<file path="src/rtl/half_mac_pkg.sv">
package half_mac_pkg;
  typedef struct packed {
    logic add_lo;   // MUL1: add A*B[15:0]
    logic add_hi;   // MUL2: add A*B[31:16] << 16
    logic shift;    // shift accumulator one word
    logic shift_b;  // move operand B register down one half
  } mac_ctrl_t;
endpackage

</file>
<file path="src/rtl/half_mac_ctrl.sv">
module half_mac_ctrl
  import half_mac_pkg::*;
(
  input  logic      clk_i,
  input  logic      rst_ni,
  input  logic      load_b_i,
  input  logic      mac_start_i,
  input  logic      shift_i,
  output mac_ctrl_t ctrl_o
);
  logic b_sh_q, mul2_q, mul2_sh_q;

  always_ff @(posedge clk_i or negedge rst_ni) begin
    if (!rst_ni) begin
      b_sh_q    <= 1'b0;
      mul2_q    <= 1'b0;
      mul2_sh_q <= 1'b0;
    end else begin
      b_sh_q    <= load_b_i;
      mul2_q    <= mac_start_i;
      mul2_sh_q <= mac_start_i & shift_i;
    end
  end

  always_comb begin
    ctrl_o.add_lo  = mac_start_i;
    ctrl_o.add_hi  = mul2_q;
    ctrl_o.shift   = mul2_sh_q | (shift_i & ~mac_start_i);
    ctrl_o.shift_b = b_sh_q | mac_start_i;
  end
endmodule

</file>
<file path="src/rtl/half_mac_operands.sv">
module half_mac_operands #(
  parameter int unsigned WORD_W = 32,
  localparam int unsigned HALF_W = WORD_W / 2,
  localparam int unsigned OPB_W  = WORD_W + HALF_W
) (
  input  logic              clk_i,
  input  logic              rst_ni,
  input  logic [WORD_W-1:0] rd_data_i,
  input  logic              load_a_i,
  input  logic              load_b_i,
  input  logic              shift_b_i,
  output logic [WORD_W-1:0] opa_o,
  output logic [HALF_W-1:0] opb_half_o
);
  logic [WORD_W-1:0] opa_q;
  logic [OPB_W-1:0]  opb_q, opb_base, opb_d;

  always_comb begin
    opb_base = shift_b_i ? (opb_q >> HALF_W) : opb_q;
    opb_d    = load_b_i ? {rd_data_i, opb_base[HALF_W-1:0]} : opb_base;
  end

  always_ff @(posedge clk_i or negedge rst_ni) begin
    if (!rst_ni) begin
      opa_q <= '0;
      opb_q <= '0;
    end else begin
      if (load_a_i) opa_q <= rd_data_i;
      opb_q <= opb_d;
    end
  end

  assign opa_o      = opa_q;
  assign opb_half_o = opb_q[HALF_W-1:0];
endmodule

</file>
<file path="src/rtl/half_mac_mul.sv">
module half_mac_mul #(
  parameter int unsigned WORD_W = 32,
  parameter int unsigned ACC_W  = 68,
  localparam int unsigned HALF_W = WORD_W / 2,
  localparam int unsigned PROD_W = WORD_W + HALF_W
) (
  input  logic [WORD_W-1:0] opa_i,
  input  logic [HALF_W-1:0] opb_half_i,
  input  logic              add_lo_i,
  input  logic              add_hi_i,
  output logic [ACC_W-1:0]  addend_o
);
  logic [PROD_W-1:0] prod;
  logic [ACC_W-1:0]  prod_ext;

  always_comb begin
    prod     = PROD_W'(opa_i) * PROD_W'(opb_half_i);
    prod_ext = ACC_W'(prod);
    if (add_hi_i)      addend_o = prod_ext << HALF_W;
    else if (add_lo_i) addend_o = prod_ext;
    else               addend_o = '0;
  end
endmodule

</file>
<file path="src/rtl/half_mac_acc.sv">
module half_mac_acc #(
  parameter int unsigned WORD_W = 32,
  parameter int unsigned ACC_W  = 68
) (
  input  logic              clk_i,
  input  logic              rst_ni,
  input  logic              clear_i,
  input  logic [ACC_W-1:0]  addend_i,
  input  logic              shift_i,
  input  logic              wr_ack_i,
  output logic [WORD_W-1:0] wr_data_o,
  output logic              wr_valid_o
);
  logic [ACC_W-1:0]  acc_q, sum;
  logic [WORD_W-1:0] wr_q;
  logic              valid_q;

  assign sum = acc_q + addend_i;

  always_ff @(posedge clk_i or negedge rst_ni) begin
    if (!rst_ni) begin
      acc_q   <= '0;
      wr_q    <= '0;
      valid_q <= 1'b0;
    end else if (clear_i) begin
      acc_q   <= '0;
      valid_q <= 1'b0;
    end else if (shift_i) begin
      acc_q   <= sum >> WORD_W;
      wr_q    <= sum[WORD_W-1:0];
      valid_q <= 1'b1;
    end else begin
      acc_q <= sum;
      if (wr_ack_i) valid_q <= 1'b0;
    end
  end

  assign wr_data_o  = wr_q;
  assign wr_valid_o = valid_q;
endmodule

</file>
<file path="src/rtl/half_mac_dp.sv">
module half_mac_dp
  import half_mac_pkg::*;
#(
  parameter int unsigned WORD_W  = 32,
  parameter int unsigned GUARD_W = 4,
  localparam int unsigned HALF_W = WORD_W / 2,
  localparam int unsigned ACC_W  = 2 * WORD_W + GUARD_W
) (
  input  logic              clk_i,
  input  logic              rst_ni,
  input  logic              clear_i,
  input  logic [WORD_W-1:0] rd_data_i,
  input  logic              load_a_i,
  input  logic              load_b_i,
  input  logic              mac_start_i,
  input  logic              shift_i,
  input  logic              wr_ack_i,
  output logic [WORD_W-1:0] wr_data_o,
  output logic              wr_valid_o
);
  mac_ctrl_t         ctrl;
  logic [WORD_W-1:0] opa;
  logic [HALF_W-1:0] opb_half;
  logic [ACC_W-1:0]  addend;

  half_mac_ctrl i_ctrl (
    .clk_i, .rst_ni, .load_b_i, .mac_start_i, .shift_i, .ctrl_o(ctrl)
  );

  half_mac_operands #(.WORD_W(WORD_W)) i_ops (
    .clk_i, .rst_ni, .rd_data_i, .load_a_i, .load_b_i,
    .shift_b_i(ctrl.shift_b), .opa_o(opa), .opb_half_o(opb_half)
  );

  half_mac_mul #(.WORD_W(WORD_W), .ACC_W(ACC_W)) i_mul (
    .opa_i(opa), .opb_half_i(opb_half),
    .add_lo_i(ctrl.add_lo), .add_hi_i(ctrl.add_hi), .addend_o(addend)
  );

  half_mac_acc #(.WORD_W(WORD_W), .ACC_W(ACC_W)) i_acc (
    .clk_i, .rst_ni, .clear_i, .addend_i(addend), .shift_i(ctrl.shift),
    .wr_ack_i, .wr_data_o, .wr_valid_o
  );
endmodule

</file>
<file path="config.mk">
export PLATFORM = sky130hd
export DESIGN_NAME = half_mac_dp
export DESIGN_NICKNAME = d
export VERILOG_FILES = /design/src/rtl/half_mac_pkg.sv /design/src/rtl/half_mac_ctrl.sv /design/src/rtl/half_mac_operands.sv /design/src/rtl/half_mac_mul.sv /design/src/rtl/half_mac_acc.sv /design/src/rtl/half_mac_dp.sv
export SDC_FILE = /design/constraint.sdc
export NUM_CORES = 2
export LEC_CHECK = 0
export BUFFER_PORTS_ARGS = -buffer_cell sky130_fd_sc_hd__buf_2
export CAP_MARGIN = 20
export CORE_MARGIN = 3
export CORE_UTILIZATION = 45
export DETAILED_ROUTE_END_ITERATION = 16
export PLACE_DENSITY_LB_ADDON = 0.05
export SETUP_SLACK_MARGIN = 0.1
export SKIP_CTS_REPAIR_TIMING = 1
export SLEW_MARGIN = 0
export SYNTH_ARGS = -nofsm -noshare
export SYNTH_HDL_FRONTEND = slang
export SYNTH_SLANG_ARGS = --single-unit
</file>
<file path="constraint.sdc">
create_clock -name clk_i -period 12.8 [get_ports clk_i]
set_clock_uncertainty 0.05 [all_clocks]
set_input_delay 0.64 -clock clk_i [delete_from_list [all_inputs] [get_ports clk_i]]
set_output_delay 0.64 -clock clk_i [all_outputs]
set_load 0.05 [all_outputs]
</file>
# Word level (Yosys, flattened, before mapping)
# Cells that the tools add are included.
# W data, S select, Z words.
[word_totals]
register_bits = 184
in_bits = 40
output_inout_bits = 33
wordCells = 29
[op_classes]
n_addsub = 1
multipliers = 1
mux = 9
bitwise_logic = 6
n_reduce_logical = 3
[ops]
columns = ["operator", "n"]
rows = [
  ["$mux W48", 3],
  ["$mux W68", 2],
  ["$add A68 B64 Y68", 1],
  ["$mux W64", 1],
  ["$mul A32 B16 Y48", 1],
  ["$mux W1", 3],
  ["$reduce_bool A3 Y1", 1],
  ["$and A1 B1 Y1", 2],
  ["$not A1 Y1", 2],
  ["$or A1 B1 Y1", 2],
  ["$reduce_and A2 Y1", 1],
  ["$reduce_bool A2 Y1", 1],
]

# Longest topological paths before layout
[logic_depth]
word_depth = 6
ltp_mapped = 38
depth_no_buf = 35

# Hierarchy
# From an unflattened synthesis, not the netlist that was laid out.
[hier_totals]
cells_unflattened = 3274
hier_area_um2 = 28860.2
[by_module_without_submodules]
columns = ["module", "instances", "cells_per_inst", "area_each_um2", "seq_area_each_um2"]
rows = [
  ["half_mac_mul", 1, 2014, 17073.9, 0.0],
  ["half_mac_acc", 1, 1028, 8227.9, 2527.4],
  ["half_mac_operands", 1, 223, 3443.3, 2001.9],
  ["half_mac_ctrl", 1, 9, 115.1, 75.1],
]

# Least setup slack after synthesis
# OpenSTA, ideal clock, no wires.
[synth_timing]
path_type = "register to register"
start = "reg i_ops.opa_q[21] (netlist: i_ops.opa_o[21])"
end = "reg i_acc.acc_q[32]"
setup_ns = 0.129
arrival_time_ns = 8.422
t_required_ns = 12.621
setup_slack_ns = 4.199
stages_incl_launch_ff = 38
n_path_buf = 4
period_less_slack_ns = 8.601
path_cell_list = "dfrtp_1 clkbuf_1 clkbuf_1 nand2_1 fa_1 inv_1 fa_1 inv_1 fa_1 inv_1 fa_1 fa_1 inv_1 fa_1 inv_1 ha_1 clkbuf_1 a21oi_1 [2 not listed] o22ai_2 o41ai_2 a311oi_2 o21ai_1 xor2_1 a22o_1 ha_1 clkbuf_1 nand2_1 o21ai_0 a31o_2 a221oi_1 o21ai_1 o21bai_1 a211o_1 a21oi_2 xor2_1 o21ai_1"
[synth_between]
elab_chain_cells = 6
[synth_rtl]
columns = ["element", "line_no", "text"]
rows = [
  ["start, declared", "half_mac_operands.sv:15", "logic [WORD_W-1:0] opa_q;"],
  ["start signal, assigned", "half_mac_operands.sv:28", "if (load_a_i) opa_q <= rd_data_i;"],
  ["$mul A32 B16 Y48 *", "half_mac_mul.sv:17", "prod = PROD_W'(opa_i) * PROD_W'(opb_half_i);"],
  ["$mux W48", "half_mac_mul.sv:20", "else if (add_lo_i) addend_o = prod_ext;"],
  ["$mux W64 *", "half_mac_mul.sv:19", "if (add_hi_i) addend_o = prod_ext << HALF_W;"],
  ["$add A68 B64 Y68 *", "half_mac_acc.sv:18", "assign sum = acc_q + addend_i;"],
  ["$mux W68 *", "half_mac_acc.sv:28", "end else if (shift_i) begin"],
  ["$mux W68 *", "half_mac_acc.sv:25", "end else if (clear_i) begin"],
  ["end signal, assigned", "half_mac_acc.sv:29", "acc_q <= sum >> WORD_W;"],
  ["end signal, assigned", "half_mac_acc.sv:33", "acc_q <= sum;"],
  ["end, declared", "half_mac_acc.sv:14", "logic [ACC_W-1:0] acc_q, sum;"],
]
# Every way passes the cells marked *; elsewhere a longest branch is shown, timed or not.
# A chain may end at the register's enable or synchronous reset.

# Final worst setup path
[layout_timing]
start = "reg i_ops.opa_q[22] (netlist: i_ops.opa_o[22])"
end = "reg i_acc.acc_q[28]"
# The elaborated chain is that of the path after synthesis.

==> reports/metrics.csv <==
metric;value;unit
areaGrowthSynthToFinish;5.53;%
cts.reportedPaths.clkPinSlew;0.09;ns
worst_ep_arrival_time;10.15;ns
ant_nets;0;
layout_min_cycle_time;9.85;ns
cts_tree;built;
drive_above_1_share;7.35;%
die_w;252;µm
final_cell_count_no_fill;3836;
grt_max_degree;86;
synth_enable_flop_cells;0;
grt_pass1_wl;127000;µm
critical_path_class;reg -> reg;
endpoint_kind;flop;
drtPass1Iterations;5;
slew_headroom;37.5;%
htreeDepth;4;
antenna_found_initial;2;
min_period_over_period;77.0;%
worst_slew_pin_slew;0.937;ns
placed_cells_incl_taps;3801;
drc;0;
grtUsageMet3;3.96;%
io_buffers;72;
std_cell_rows;89;
rsz0062_at_grt;false;
cpPeakStageDelay;0.88;ns
cts_root_buf;clkbuf_16;
cts_sinks;184;
synth_cells;3102;
start_util;45.9;%
wire_per_inst;20.5;µm
critPathSlowestCell;dfrtp_1;
max_freq;0.102;GHz
grt_remaining_overflow;0;
finalSetupViolCount;0;
synth_seq_cells;184;
async_reset_ff_share;100;%
status;finished, final reports clean;
drt_wl_total;78600;µm
grt.busiest_layer;met2;
reg2reg_depth;32;
cts_buffer_depth;2;
met2_usage;41.0;%
place_hpwl;62300;µm
pre_cts_slack;2.95;ns
start_kind;flop;
yosysSeqAreaShare;16.9;%
coreArea;59500;µm²
timing_hold_violations_final;0;
stdcell_area;28800;µm²
nets;3691;
first_global_vias;22248;
max_cap_viol_count;0;
drv_slew;0;
num_vias;21099;
avgSynthCellArea;8.79;µm²
global_route.usage.total;25.8;%
ys_warn_count;0;
synthDistinctLibCells;76;
worstPathRequired;13.09;ns
placement.cell_area;28200;µm²
fp.dieH;252;µm
cp_max_fo;17;
first_iter_violations;1194;
cpMostUsedCell;fa_1;
setup_tns;0;ns
clk_latency;0.51;ns
gp_congestion;0.950;
syn_nets;3746;
setup_slack;2.95;ns
cts_buffers;17;
io_pins;73;
synth_ff_type;dfrtp_1;
die-area;63600;µm²
synth_area;27300;µm²
hp-class;in -> async;
use_met1;37.0;%
vias_per_cell;5.50;
## sequential cells by signal, summed over array words and instances (netlist names)
signal,count
i_ctrl.b_sh_q,1
i_ops.opb_q,48
i_acc.wr_data_o,32
i_ctrl.mul2_sh_q,1
i_acc.wr_valid_o,1
i_ops.opa_o,32
i_acc.acc_q,68
i_ctrl.mul2_q,1
## synth_stat cells, types with 13 or more instances
library cell,instances,area (µm²)
a21o_1,56,420
a21oi_1,126,631
a22o_1,20,175
and2_1,185,1160
and3_1,17,106
buf_2,13,65.1
clkbuf_1,156,586
dfrtp_1,184,4600
fa_1,419,8390
ha_1,185,2310
inv_1,516,1940
mux2_2,48,541
mux2i_1,16,160
nand2_1,525,1970
nand3_1,21,105
nand4_1,36,225
nor2_1,90,338
nor3_1,15,75.1
o21a_1,13,97.6
o21ai_0,110,551
o21ai_1,34,170
o21bai_1,23,173
o22ai_1,36,225
xnor2_1,70,613
xor2_1,39,342
## layout make-up
class,count,area (µm²)
Inverter,516,1940
Antenna cell,3,7.51
Tap cell,773,967
Multi-Input combinational cell,2227,20100
Fill cell,5805,30700
Clock inverter,12,150
Clock buffer,20,457
Sequential cell,184,4600
Timing Repair Buffer,101,587
## routing by layer
| metal | up-vias | part of all wire (%) |
|---|---|---|
| met2 | 580 | 46 |
| met1 | 10727 | 46 |
| met3 | 96 | 5.0 |
| met5 | - | 0.018 |
| li1 | 9694 | - |
| met4 | 2 | 2.4 |
## cell families after synthesis
family / Yosys count / synth area share, %
and+or+nand+nor: 934 / 15.8
buffers and inverters: 691 / 9.57
adders and majority gates: 604 / 39.2
AOI/OAI and AO/OA: 516 / 12.5
DFF: 184 / 16.9
xor gates and xnor gates: 109 / 3.50
muxes: 64 / 2.57
## final timing paths
path,start,endpoint,slack [ns]
max,i_ops.opa_o[22],i_acc.acc_q[28],2.95
min,rst_ni,i_acc.acc_q[18],0.11
max reg2reg,i_ops.opa_o[22],i_acc.acc_q[28],2.95
min reg2reg,i_acc.wr_data_o[14],i_acc.wr_data_o[14],0.43
max in group asynchronous,rst_ni,i_ops.opb_q[35],10.47
min in group clk_i,rd_data_i[31],i_ops.opb_q[47],0.30
## worst max-delay path: cells and delay by family (launching register included)
family / cells / cell delay, ns
XOR/XNOR: 2 / 0.58
AO/OA/AOI/OAI: 12 / 3.25
adder cells (fa/ha/maj): 8 / 3.90
buffers and inverters: 5 / 0.26
flip-flops: 1 / 0.88
AND/OR/NAND/NOR: 5 / 0.77
## cells in the final DEF, fill, tap and decap left out, types with 23 or more instances in the layout
| cell | Yosys | routed |
|---|---|---|
| o21ai_1 | 34 | 34 |
| buf_2 | 13 | 71 |
| inv_1 | 516 | 516 |
| o22ai_1 | 36 | 36 |
| a21oi_1 | 126 | 126 |
| ha_1 | 185 | 185 |
| xnor2_1 | 70 | 70 |
| nor2_1 | 90 | 88 |
| o21bai_1 | 23 | 23 |
| xor2_1 | 39 | 39 |
| and2_1 | 185 | 185 |
| mux2_2 | 48 | 48 |
| buf_4 | 0 | 29 |
| nand4_1 | 36 | 36 |
| nand2_1 | 525 | 525 |
| o21ai_0 | 110 | 110 |
| dfrtp_1 | 184 | 184 |
| a21o_1 | 56 | 56 |
| fa_1 | 419 | 419 |
## metrics by stage
stage	hold WS [ns]	util [%]
6_report	0.108	48.4
5_1_grt	0.142	48.4
4_1_cts	0.0888	48.4
3_5_place_dp	0.413	47.4
3_3_place_gp	0.408	47.4
2_1_floorplan	0.294	-
Power is not shown: default switching activity piles up to over one toggle a cycle in this logic, so the estimate is an artifact.
